File: config.mk
export PLATFORM = sky130hd
export DESIGN_NAME = cmdrsp_ctrl
export DESIGN_NICKNAME = d
export VERILOG_FILES = /design/src/rtl/cmdrsp_pkg.sv /design/src/rtl/cmdrsp_buf.sv /design/src/rtl/cmdrsp_lenparse.sv /design/src/rtl/cmdrsp_seq.sv /design/src/rtl/cmdrsp_ctrl.sv
export SDC_FILE = /design/constraint.sdc
export NUM_CORES = 1
export LEC_CHECK = 0
export BUFFER_PORTS_ARGS = -buffer_cell sky130_fd_sc_hd__buf_4
export CORE_MARGIN = 3
export CORE_UTILIZATION = 50
export CTS_CLUSTER_SIZE = 10
export DETAILED_ROUTE_END_ITERATION = 8
export GPL_TIMING_DRIVEN = 0
export PLACE_DENSITY_LB_ADDON = 0.12
export SETUP_SLACK_MARGIN = 0.2
export SYNTH_ARGS = -nofsm -noshare
export SYNTH_HDL_FRONTEND = slang
export SYNTH_HIERARCHICAL = 1
export SYNTH_SLANG_ARGS = --single-unit
File: constraint.sdc
create_clock -name clk -period 6 [get_ports clk]
set_input_delay 1.2 -clock clk [delete_from_list [all_inputs] [get_ports clk]]
set_output_delay 1.2 -clock clk [all_outputs]
set_load 0.02 [all_outputs]
File: src/rtl/cmdrsp_pkg.sv
package cmdrsp_pkg;

  typedef enum logic [2:0] {
    ST_IDLE  = 3'd0,
    ST_READY = 3'd1,
    ST_RECV  = 3'd2,
    ST_EXEC  = 3'd3,
    ST_DONE  = 3'd4
  } cr_state_e;

  // Register byte addresses
  localparam logic [11:0] A_STS   = 12'h018;
  localparam logic [11:0] A_BC_LO = 12'h019;
  localparam logic [11:0] A_BC_HI = 12'h01A;
  localparam logic [11:0] A_XSTS  = 12'h01B;
  localparam logic [11:0] A_DATA  = 12'h024;
  localparam logic [11:0] A_XDATA = 12'h080;

  // Status bit positions
  localparam int B_VALID = 7;
  localparam int B_CRDY  = 6;
  localparam int B_GO    = 5;
  localparam int B_DAV   = 4;
  localparam int B_EXP   = 3;
  localparam int B_STDN  = 2;
  localparam int B_RETRY = 1;

  localparam int HDR_BYTES  = 6;
  localparam int CANCEL_LEN = 10;
  localparam logic [7:0] XSTS_FAMILY = 8'h04;

  // Byte idx of the substituted response after a cancel
  function automatic logic [7:0] cancel_byte(input int unsigned idx,
                                             input logic [31:0] rc);
    logic [7:0] b;
    case (idx)
      0:       b = 8'h80;
      1:       b = 8'h01;
      5:       b = 8'(CANCEL_LEN);
      6:       b = rc[31:24];
      7:       b = rc[23:16];
      8:       b = rc[15:8];
      9:       b = rc[7:0];
      default: b = 8'h00;
    endcase
    return b;
  endfunction

endpackage

File: src/rtl/cmdrsp_buf.sv
module cmdrsp_buf #(
  parameter int DEPTH = 64,
  localparam int IW = $clog2(DEPTH)
) (
  input  logic          clk,
  input  logic          we,
  input  logic [IW-1:0] widx,
  input  logic [7:0]    wdata,
  input  logic [IW-1:0] ridx_a,
  output logic [7:0]    rdata_a,
  input  logic [IW-1:0] ridx_b,
  output logic [7:0]    rdata_b
);

  logic [7:0] mem_q [DEPTH];

  // Storage array: no reset, write enable spelled out
  always_ff @(posedge clk) begin
    if (we) begin
      mem_q[widx] <= wdata;
    end
  end

  assign rdata_a = mem_q[ridx_a];
  assign rdata_b = mem_q[ridx_b];

endmodule

File: src/rtl/cmdrsp_lenparse.sv
module cmdrsp_lenparse #(
  parameter int CW = 7
) (
  input  logic          clk,
  input  logic          rst_n,
  input  logic          clr,
  input  logic          byte_we,
  input  logic [CW-1:0] byte_idx,
  input  logic [7:0]    byte_in,
  output logic          expect_more
);
  import cmdrsp_pkg::*;

  localparam logic [CW-1:0] LEN_FIRST = CW'(2);
  localparam logic [CW-1:0] LEN_LAST  = CW'(5);
  localparam logic [CW-1:0] HDR_C     = CW'(HDR_BYTES);

  logic [31:0] len_q, len_d;

  always_comb begin
    len_d = len_q;
    if (clr) begin
      len_d = '0;
    end else if (byte_we && byte_idx >= LEN_FIRST && byte_idx <= LEN_LAST) begin
      len_d = {len_q[23:0], byte_in};
    end
  end

  always_ff @(posedge clk or negedge rst_n) begin
    if (!rst_n) begin
      len_q <= '0;
    end else begin
      len_q <= len_d;
    end
  end

  // byte_idx is the count of bytes already stored
  assign expect_more = (byte_idx < HDR_C) || (32'(byte_idx) < len_q);

endmodule

File: src/rtl/cmdrsp_seq.sv
module cmdrsp_seq #(
  parameter int DEPTH = 64,
  localparam int CW = $clog2(DEPTH + 1),
  localparam int IW = $clog2(DEPTH)
) (
  input  logic                   clk,
  input  logic                   rst_n,
  input  logic                   req_crdy,
  input  logic                   req_go,
  input  logic                   req_retry,
  input  logic                   req_cancel,
  input  logic                   host_we,
  input  logic                   host_re,
  input  logic                   expect_more,
  input  logic                   eng_cmd_ready,
  input  logic                   eng_rsp_valid,
  input  logic                   eng_rsp_last,
  output cmdrsp_pkg::cr_state_e  st,
  output logic [CW-1:0]          wptr,
  output logic [CW-1:0]          sptr,
  output logic [CW-1:0]          rptr,
  output logic [CW-1:0]          rsp_len,
  output logic                   canned,
  output logic                   vhold,
  output logic                   abort_pls,
  output logic                   host_acc,
  output logic                   flush,
  output logic                   buf_we,
  output logic                   buf_from_eng,
  output logic [IW-1:0]          buf_widx,
  output logic                   cmd_valid,
  output logic                   cmd_last,
  output logic                   rsp_ready
);
  import cmdrsp_pkg::*;

  localparam logic [CW-1:0] DEPTH_C  = CW'(DEPTH);
  localparam logic [CW-1:0] CANCEL_C = CW'(CANCEL_LEN);
  localparam logic [CW-1:0] ONE_C    = CW'(1);

  cr_state_e     st_q, st_d;
  logic [CW-1:0] wptr_q, wptr_d, sptr_q, sptr_d, rptr_q, rptr_d, rlen_q, rlen_d;
  logic          canned_q, canned_d, vhold_q, vhold_d, abort_q, abort_d;

  logic cmd_fire, rsp_fire, cancel_hit, crdy_hit, go_hit, retry_hit, rd_hit, rsp_store;

  assign cmd_valid  = (st_q == ST_EXEC) && (sptr_q < wptr_q);
  assign cmd_last   = cmd_valid && (sptr_q == wptr_q - ONE_C);
  assign rsp_ready  = (st_q == ST_EXEC) && (sptr_q == wptr_q);
  assign cmd_fire   = cmd_valid && eng_cmd_ready;
  assign rsp_fire   = rsp_ready && eng_rsp_valid;
  assign cancel_hit = req_cancel && (st_q == ST_EXEC);
  assign crdy_hit   = req_crdy && ((st_q == ST_IDLE) || (st_q == ST_READY) || (st_q == ST_DONE));
  assign go_hit     = req_go && (st_q == ST_RECV) && !expect_more;
  assign retry_hit  = req_retry && (st_q == ST_DONE) && !crdy_hit;
  assign rd_hit     = host_re && (st_q == ST_DONE) && (rptr_q < rlen_q);
  assign host_acc   = host_we && ((st_q == ST_READY) || ((st_q == ST_RECV) && expect_more))
                      && (wptr_q < DEPTH_C);
  assign rsp_store  = rsp_fire && !cancel_hit && (rlen_q < DEPTH_C);
  assign flush      = crdy_hit;

  assign buf_we       = host_acc || rsp_store;
  assign buf_from_eng = rsp_store;
  assign buf_widx     = rsp_store ? rlen_q[IW-1:0] : wptr_q[IW-1:0];

  // Next-state logic
  always_comb begin
    st_d     = st_q;
    wptr_d   = wptr_q;
    sptr_d   = sptr_q;
    rptr_d   = rptr_q;
    rlen_d   = rlen_q;
    canned_d = canned_q;
    vhold_d  = crdy_hit || go_hit;
    abort_d  = cancel_hit;
    if (crdy_hit) begin
      st_d     = ST_READY;
      wptr_d   = '0;
      sptr_d   = '0;
      rptr_d   = '0;
      rlen_d   = '0;
      canned_d = 1'b0;
    end else begin
      case (st_q)
        ST_READY, ST_RECV: begin
          if (go_hit) begin
            st_d   = ST_EXEC;
            sptr_d = '0;
            rlen_d = '0;
          end else if (host_acc) begin
            wptr_d = wptr_q + ONE_C;
            st_d   = ST_RECV;
          end
        end
        ST_EXEC: begin
          if (cmd_fire) begin
            sptr_d = sptr_q + ONE_C;
          end
          if (cancel_hit) begin
            st_d     = ST_DONE;
            canned_d = 1'b1;
            rlen_d   = CANCEL_C;
            rptr_d   = '0;
          end else if (rsp_fire) begin
            if (rlen_q < DEPTH_C) begin
              rlen_d = rlen_q + ONE_C;
            end
            if (eng_rsp_last) begin
              st_d   = ST_DONE;
              rptr_d = '0;
            end
          end
        end
        ST_DONE: begin
          if (retry_hit) begin
            rptr_d = '0;
          end else if (rd_hit) begin
            rptr_d = rptr_q + ONE_C;
          end
        end
        default: ;
      endcase
    end
  end

  // State registers
  always_ff @(posedge clk or negedge rst_n) begin
    if (!rst_n) begin
      st_q     <= ST_IDLE;
      wptr_q   <= '0;
      sptr_q   <= '0;
      rptr_q   <= '0;
      rlen_q   <= '0;
      canned_q <= 1'b0;
      vhold_q  <= 1'b0;
      abort_q  <= 1'b0;
    end else begin
      st_q     <= st_d;
      wptr_q   <= wptr_d;
      sptr_q   <= sptr_d;
      rptr_q   <= rptr_d;
      rlen_q   <= rlen_d;
      canned_q <= canned_d;
      vhold_q  <= vhold_d;
      abort_q  <= abort_d;
    end
  end

  assign st        = st_q;
  assign wptr      = wptr_q;
  assign sptr      = sptr_q;
  assign rptr      = rptr_q;
  assign rsp_len   = rlen_q;
  assign canned    = canned_q;
  assign vhold     = vhold_q;
  assign abort_pls = abort_q;

endmodule

File: src/rtl/cmdrsp_ctrl.sv
module cmdrsp_ctrl #(
  parameter int          DEPTH     = 64,
  parameter int          AW        = 12,
  parameter logic [31:0] CANCEL_RC = 32'h0000_0908,
  localparam int CW = $clog2(DEPTH + 1),
  localparam int IW = $clog2(DEPTH)
) (
  input  logic          clk,
  input  logic          rst_n,
  input  logic          bus_wr,
  input  logic          bus_rd,
  input  logic [AW-1:0] bus_addr,
  input  logic [7:0]    bus_wdata,
  output logic [7:0]    bus_rdata,
  output logic          eng_cmd_valid,
  input  logic          eng_cmd_ready,
  output logic [7:0]    eng_cmd_data,
  output logic          eng_cmd_last,
  input  logic          eng_rsp_valid,
  output logic          eng_rsp_ready,
  input  logic [7:0]    eng_rsp_data,
  input  logic          eng_rsp_last,
  output logic          eng_abort
);
  import cmdrsp_pkg::*;

  // Reset: asserted asynchronously, released through two flops
  logic [1:0] rst_sync_q;
  logic       rst_n_s;

  always_ff @(posedge clk or negedge rst_n) begin
    if (!rst_n) begin
      rst_sync_q <= 2'b00;
    end else begin
      rst_sync_q <= {rst_sync_q[0], 1'b1};
    end
  end
  assign rst_n_s = rst_sync_q[1];

  // Address decode
  logic hit_sts, hit_xsts, hit_data, hit_bclo, hit_bchi;
  assign hit_sts  = (bus_addr == AW'(A_STS));
  assign hit_xsts = (bus_addr == AW'(A_XSTS));
  assign hit_bclo = (bus_addr == AW'(A_BC_LO));
  assign hit_bchi = (bus_addr == AW'(A_BC_HI));
  assign hit_data = (bus_addr == AW'(A_DATA)) || (bus_addr == AW'(A_XDATA));

  logic req_crdy, req_go, req_retry, req_cancel, host_we, host_re;
  assign req_crdy   = bus_wr && hit_sts && bus_wdata[B_CRDY];
  assign req_go     = bus_wr && hit_sts && bus_wdata[B_GO];
  assign req_retry  = bus_wr && hit_sts && bus_wdata[B_RETRY];
  assign req_cancel = bus_wr && hit_xsts && bus_wdata[0];
  assign host_we    = bus_wr && hit_data;
  assign host_re    = bus_rd && hit_data;

  cr_state_e     st;
  logic [CW-1:0] wptr, sptr, rptr, rsp_len;
  logic          canned, vhold, expect_more, host_acc, flush;
  logic          buf_we, buf_from_eng;
  logic [IW-1:0] buf_widx;
  logic [7:0]    buf_wdata, rd_byte_buf;

  cmdrsp_seq #(.DEPTH(DEPTH)) seq_i (
    .clk          (clk),
    .rst_n        (rst_n_s),
    .req_crdy     (req_crdy),
    .req_go       (req_go),
    .req_retry    (req_retry),
    .req_cancel   (req_cancel),
    .host_we      (host_we),
    .host_re      (host_re),
    .expect_more  (expect_more),
    .eng_cmd_ready(eng_cmd_ready),
    .eng_rsp_valid(eng_rsp_valid),
    .eng_rsp_last (eng_rsp_last),
    .st           (st),
    .wptr         (wptr),
    .sptr         (sptr),
    .rptr         (rptr),
    .rsp_len      (rsp_len),
    .canned       (canned),
    .vhold        (vhold),
    .abort_pls    (eng_abort),
    .host_acc     (host_acc),
    .flush        (flush),
    .buf_we       (buf_we),
    .buf_from_eng (buf_from_eng),
    .buf_widx     (buf_widx),
    .cmd_valid    (eng_cmd_valid),
    .cmd_last     (eng_cmd_last),
    .rsp_ready    (eng_rsp_ready)
  );

  cmdrsp_lenparse #(.CW(CW)) len_i (
    .clk        (clk),
    .rst_n      (rst_n_s),
    .clr        (flush),
    .byte_we    (host_acc),
    .byte_idx   (wptr),
    .byte_in    (bus_wdata),
    .expect_more(expect_more)
  );

  assign buf_wdata = buf_from_eng ? eng_rsp_data : bus_wdata;

  cmdrsp_buf #(.DEPTH(DEPTH)) buf_i (
    .clk    (clk),
    .we     (buf_we),
    .widx   (buf_widx),
    .wdata  (buf_wdata),
    .ridx_a (rptr[IW-1:0]),
    .rdata_a(rd_byte_buf),
    .ridx_b (sptr[IW-1:0]),
    .rdata_b(eng_cmd_data)
  );

  // Read-side views
  logic        dav, exp_flag;
  logic [7:0]  sts_byte, data_byte;
  logic [15:0] burst;

  assign dav      = (st == ST_DONE) && (rptr < rsp_len);
  assign exp_flag = (st == ST_RECV) && expect_more;

  always_comb begin
    sts_byte          = '0;
    sts_byte[B_VALID] = !vhold;
    sts_byte[B_CRDY]  = (st == ST_READY);
    sts_byte[B_DAV]   = dav;
    sts_byte[B_EXP]   = exp_flag;
    sts_byte[B_STDN]  = 1'b1;
  end

  always_comb begin
    case (st)
      ST_READY, ST_RECV: burst = 16'(DEPTH) - 16'(wptr);
      ST_DONE:           burst = 16'(rsp_len) - 16'(rptr);
      default:           burst = '0;
    endcase
  end

  always_comb begin
    if (!dav) begin
      data_byte = 8'h00;
    end else if (canned) begin
      data_byte = cancel_byte(32'(rptr), CANCEL_RC);
    end else begin
      data_byte = rd_byte_buf;
    end
  end

  always_comb begin
    if (hit_sts) begin
      bus_rdata = sts_byte;
    end else if (hit_bclo) begin
      bus_rdata = burst[7:0];
    end else if (hit_bchi) begin
      bus_rdata = burst[15:8];
    end else if (hit_xsts) begin
      bus_rdata = XSTS_FAMILY;
    end else if (hit_data) begin
      bus_rdata = data_byte;
    end else begin
      bus_rdata = 8'h00;
    end
  end

endmodule

==> impl_results.html <==
<table>
<tr><th>Metric</th><th>Value</th></tr>
<tr><th colspan="2">Run status</th></tr>
<tr><td>Status</td><td>complete, no violations</td></tr>
<tr><th colspan="2">GRT</th></tr>
<tr><td>Total routing resource utilization after global routing</td><td>0.297</td></tr>
<tr><td>Global-route wire length before repair</td><td>129000 um</td></tr>
<tr><td>Vias in the first global route</td><td>18.7k</td></tr>
<tr><td>Antenna violations before repair</td><td>2</td></tr>
<tr><td>Maximum number of pins on one net before global-route repair</td><td>67</td></tr>
<tr><td>Leftover overflow at the end of global routing</td><td>0</td></tr>
<tr><th colspan="2">Synth</th></tr>
<tr><td>Number of enable flip-flop cells after synthesis</td><td>512</td></tr>
<tr><td>Share of synthesized flip-flops with an asynchronous set or reset</td><td>0.117</td></tr>
<tr><td>Simple-gate share of the synthesized area</td><td>0.0692</td></tr>
<tr><td>Average footprint of a synthesized cell</td><td>16.5 um^2</td></tr>
<tr><td>Portion of netlist area occupied by mux cells</td><td>0.246</td></tr>
<tr><td>Cells after Synth</td><td>1776</td></tr>
<tr><td>Xor and xnor fraction of the mapped netlist area</td><td>0.00688</td></tr>
<tr><td>Netlist area before placement</td><td>29300 um^2</td></tr>
<tr><td>Synth Area in Compound Gates</td><td>0.0527</td></tr>
<tr><td>Top area cells in the synthesized netlist</td><td>edfxtp_1, mux4_2, dfrtp_1, mux2i_1, ha_1</td></tr>
<tr><td>Synth warn</td><td>6</td></tr>
<tr><td>Flip-flop and latch count after synthesis</td><td>580</td></tr>
<tr><td>Library cell occupying the most area in the post-synthesis netlist</td><td>edfxtp_1</td></tr>
<tr><td>Proportion of synthesized chip area in sequential cells</td><td>0.583</td></tr>
<tr><td>Count of cell types in the netlist</td><td>96</td></tr>
<tr><td>Main combinational cell family by area after synthesis</td><td>multiplexers</td></tr>
<tr><td>Synthesized net count</td><td>1844</td></tr>
<tr><td>Post-synth top area share</td><td>0.525</td></tr>
<tr><td>Primary FF master, synth</td><td>edfxtp_1</td></tr>
<tr><td>Synth Area in Adders</td><td>0.0147</td></tr>
<tr><th colspan="2">Route</th></tr>
<tr><td>Count of routing violations after the opening detailed-route iteration</td><td>2463</td></tr>
<tr><td>Count of unresolved DRC violations after routing</td><td>0</td></tr>
<tr><td>First-pass detailed-route iteration total</td><td>6</td></tr>
<tr><td>Aggregate routed wire length</td><td>89600 um</td></tr>
<tr><td>DR vias/cell</td><td>6.87</td></tr>
<tr><td>Detail-routed net length per standard cell</td><td>33.2 um</td></tr>
<tr><td>Post-route antenna net violation count</td><td>0</td></tr>
<tr><td>Via count</td><td>18.5k</td></tr>
<tr><th colspan="2">Run</th></tr>
<tr><td>Maximum Capacitance Violations</td><td>0</td></tr>
<tr><th colspan="2">Place</th></tr>
<tr><td>DPL Wire Length</td><td>62000 um</td></tr>
<tr><td>Number of input and output port buffers inserted</td><td>53</td></tr>
<tr><td>Placement Cell Area</td><td>30700 um^2</td></tr>
<tr><td>Routability-driven placement congestion ratio</td><td>0.991</td></tr>
<tr><td>Number of cells in the design after placement</td><td>2597</td></tr>
<tr><th colspan="2">Die</th></tr>
<tr><td>Number of ports placed on the die boundary</td><td>55</td></tr>
<tr><td>Die outline area</td><td>61500 um^2</td></tr>
<tr><td>Die outline height</td><td>248 um</td></tr>
<tr><td>Std cell rows</td><td>88</td></tr>
<tr><td>Floorplan die width</td><td>248 um</td></tr>
<tr><td>Core area</td><td>57800 um^2</td></tr>
<tr><td>Initial cell density of the core</td><td>0.507</td></tr>
<tr><th colspan="2">Clocking</th></tr>
<tr><td>Number of sinks on the clock net</td><td>580</td></tr>
<tr><td>Hold Buf Count CTS</td><td>0</td></tr>
<tr><td>Clock Pin Slew Worst Setup and Hold Paths</td><td>50 ps</td></tr>
<tr><td>Clk Tree Root Cell</td><td>clkbuf_16</td></tr>
<tr><td>CTS tree</td><td>done</td></tr>
<tr><td>CTS H-Tree Depth</td><td>3</td></tr>
<tr><td>Later-pin clock latency in the skew report</td><td>610 ps</td></tr>
<tr><td>Buffers from clock root to sink, at most</td><td>3</td></tr>
<tr><td>Clock buffer count from CTS</td><td>69</td></tr>
<tr><th colspan="2">Critical path</th></tr>
<tr><td>Worst setup path category</td><td>reg -&gt; out</td></tr>
<tr><td>Required arrival time at the worst endpoint</td><td>4800 ps</td></tr>
<tr><td>Critical path startpoint category</td><td>flip-flop</td></tr>
<tr><td>Crit. End Element</td><td>output pin</td></tr>
<tr><td>Internal reg-to-reg setup slack</td><td>610 ps</td></tr>
<tr><td>Endpoint of the most critical register-to-register path</td><td>buf_i/mem_q[37][2]</td></tr>
<tr><td>Origin of the critical flop-to-flop path</td><td>seq_i/wptr[4]</td></tr>
<tr><td>Cell count of the worst reg-to-reg path</td><td>13</td></tr>
<tr><td>Crit path max fanout</td><td>11</td></tr>
<tr><td>Worst endpoint data arrival time</td><td>4630 ps</td></tr>
<tr><th colspan="2">Pwr</th></tr>
<tr><td>Leakage component of the power</td><td>0.0104 uW</td></tr>
<tr><td>Worst vdd rail ir drop</td><td>0.295 mV</td></tr>
<tr><td>Pwr dens</td><td>318 nW/um^2</td></tr>
<tr><td>Total power</td><td>10400 uW</td></tr>
<tr><th colspan="2">Layout</th></tr>
<tr><td>Multi-input gate area in the final layout</td><td>11500 um^2</td></tr>
<tr><td>NumNets Final</td><td>1974</td></tr>
<tr><td>Final core utilization</td><td>0.567</td></tr>
<tr><td>Fill cells</td><td>4453</td></tr>
<tr><td>Non-filler cells in the finished layout</td><td>2697</td></tr>
<tr><td>Combined flip-flop and latch cell area</td><td>17100 um^2</td></tr>
<tr><td>Ratio of cells with drive above 1 in the final layout</td><td>0.287</td></tr>
<tr><td>Layout area overhead</td><td>12.0%</td></tr>
<tr><td>Total non-filler cell area in the finished layout</td><td>32800 um^2</td></tr>
<tr><th colspan="2">Timing</th></tr>
<tr><td>Post-route clock skew</td><td>29.4 ps</td></tr>
<tr><td>Total Negative Setup Slacks</td><td>0 ps</td></tr>
<tr><td>Setup-failing EPs final</td><td>0</td></tr>
<tr><td>Worst slew margin</td><td>0.0360</td></tr>
<tr><td>RSZ-0062 raised after global routing</td><td>true</td></tr>
<tr><td>Highest clock frequency the design can meet</td><td>172 MHz</td></tr>
<tr><td>Final count of hold timing violations</td><td>0</td></tr>
<tr><td>Part of the cycle the worst path needs</td><td>0.971</td></tr>
<tr><td>Transition time at the pin with the least slew margin</td><td>1450 ps</td></tr>
<tr><td>Final count of pins violating max slew</td><td>0</td></tr>
<tr><td>Min Tclk post-route</td><td>5830 ps</td></tr>
<tr><th colspan="2">Worst hold path</th></tr>
<tr><td>Hold path cells</td><td>0</td></tr>
<tr><td>Path type of the worst min-delay path</td><td>reg -&gt; reg</td></tr>
<tr><td>Destination of the worst hold path</td><td>rst_sync_q[1]</td></tr>
<tr><td>Launch point of the worst hold path</td><td>rst_sync_q[0]</td></tr>
</table>
## critical path, stage by stage, from the launching register on
cell       delay (ps)
dfrtp_1           540
buf_2             370
buf_4             340
buf_4             370
buf_2             400
mux2i_1           190
a22oi_1           240
o21ai_1           260
o22ai_1           370
a2bb2oi_1         130
nor4b_1           330
a21oi_1           120
o21ai_1           170
buf_4             160
## layer usage
layer,GRT usage,wire length (um),vias up
li1,-,-,7572
met1,0.402,34800,9682
met2,0.462,41800,1055
met3,0.0803,9180,214
met4,0.116,3800,2
met5,0,11,-
## cell usage in the layout, fill, tap and decap left out, types with 28 or more instances in the layout
cell / instances
clkbuf_1: 53
nand2b_1: 51
mux2i_1: 97
ha_1: 32
buf_2: 33
edfxtp_1: 512
nor2_2: 28
a21oi_1: 34
o21ai_0: 37
dfrtp_1: 65
inv_1: 43
nor2_1: 71
buf_4: 68
nand2_1: 71
clkbuf_16: 72
mux4_2: 270
nand3_1: 38
## worst max-delay path by stage
stage / end / start / slack [ps]
floorplan: buf_i/mem_q[49][0] / bus_addr[8] / 1200
global placement: buf_i/mem_q[49][7] / bus_addr[7] / -800
detailed placement: buf_i/mem_q[63][2] / bus_addr[7] / -530
CTS: bus_rdata[3] / seq_i/rptr[1] / 110
global route: buf_i/mem_q[27][7] / bus_addr[8] / 170
finish: bus_rdata[3] / seq_i/rptr[2] / 170
## report_power, final
group / switching (uW) / leakage (uW) / internal [uW]
logic: 1300 / 0.00399 / 882
registers: 35.8 / 0.00551 / 4420
clock network: 1610 / 0.000941 / 2170
total: 2950 / 0.0104 / 7470
## cell usage after synthesis (5+ instances only)
| library cell | instances |
|---|---|
| a211oi_1 | 12 |
| a21o_1 | 5 |
| a21oi_1 | 34 |
| a221o_1 | 5 |
| a221oi_1 | 12 |
| a22oi_1 | 15 |
| and3_1 | 8 |
| buf_1 | 11 |
| buf_2 | 36 |
| buf_4 | 12 |
| buf_6 | 9 |
| clkbuf_1 | 45 |
| dfrtp_1 | 68 |
| edfxtp_1 | 512 |
| ha_1 | 32 |
| inv_1 | 43 |
| mux2_2 | 12 |
| mux2i_1 | 98 |
| mux4_2 | 270 |
| nand2_1 | 71 |
| nand2b_1 | 51 |
| nand3_1 | 38 |
| nand3b_1 | 7 |
| nand4_1 | 13 |
| nor2_1 | 104 |
| nor2b_1 | 11 |
| nor3_1 | 13 |
| nor4_1 | 10 |
| o211ai_1 | 10 |
| o21ai_0 | 37 |
| o21ai_1 | 8 |
| o221ai_1 | 5 |
| o22ai_1 | 22 |
| o31a_1 | 5 |
| o31ai_1 | 5 |
| or4_1 | 9 |
| xnor2_1 | 17 |
| xor2_1 | 6 |
## flip-flops by register name, indices dropped and copies added, names as in the netlist
signal / flops
buf_i/mem_q: 512
len_i/len_q: 32
seq_i/rptr: 7
seq_i/rsp_len: 7
seq_i/sptr: 7
seq_i/wptr: 7
seq_i/st: 3
rst_sync_q: 2
seq_i/abort_pls: 1
seq_i/canned: 1
seq_i/vhold: 1
## cell families (layout without fill, tap and decap cells)
group,after synthesis,count (layout)
compound gates,219,219
xor+xnor,23,23
fa+ha+maj,34,34
buf+inv,159,314
flops,580,580
mux,381,381
other cells,1,2
simple gates,379,379
## through the flow
stage          hold WS (ps)  worst slack, ps
2_1_floorplan           331             1200
3_3_place_gp            336             -803
3_5_place_dp            335             -531
4_1_cts                 346              114
5_1_grt                 363              166
6_report                346              173
## final cells by class
class,instances,share of cell area
Buffer,115,0.0199
Inverter,44,0.00504
Sequential cell,580,0.521
Multi-Input combinational cell,1037,0.352
Tap cell,765,0.0292
Clock buffer,88,0.0571
Antenna cell,1,0.0000763
Clock inverter,8,0.00179
Timing Repair Buffer,59,0.0141
## repair_timing
action                     4_1_cts  5_1_grt
setup endpoints to repair       52      417
resized for setup               17       48
setup buffers                    0        3
cloned                           0        0
pin swaps                        0        1
Note: power is estimated with default switching activity, not from simulation.
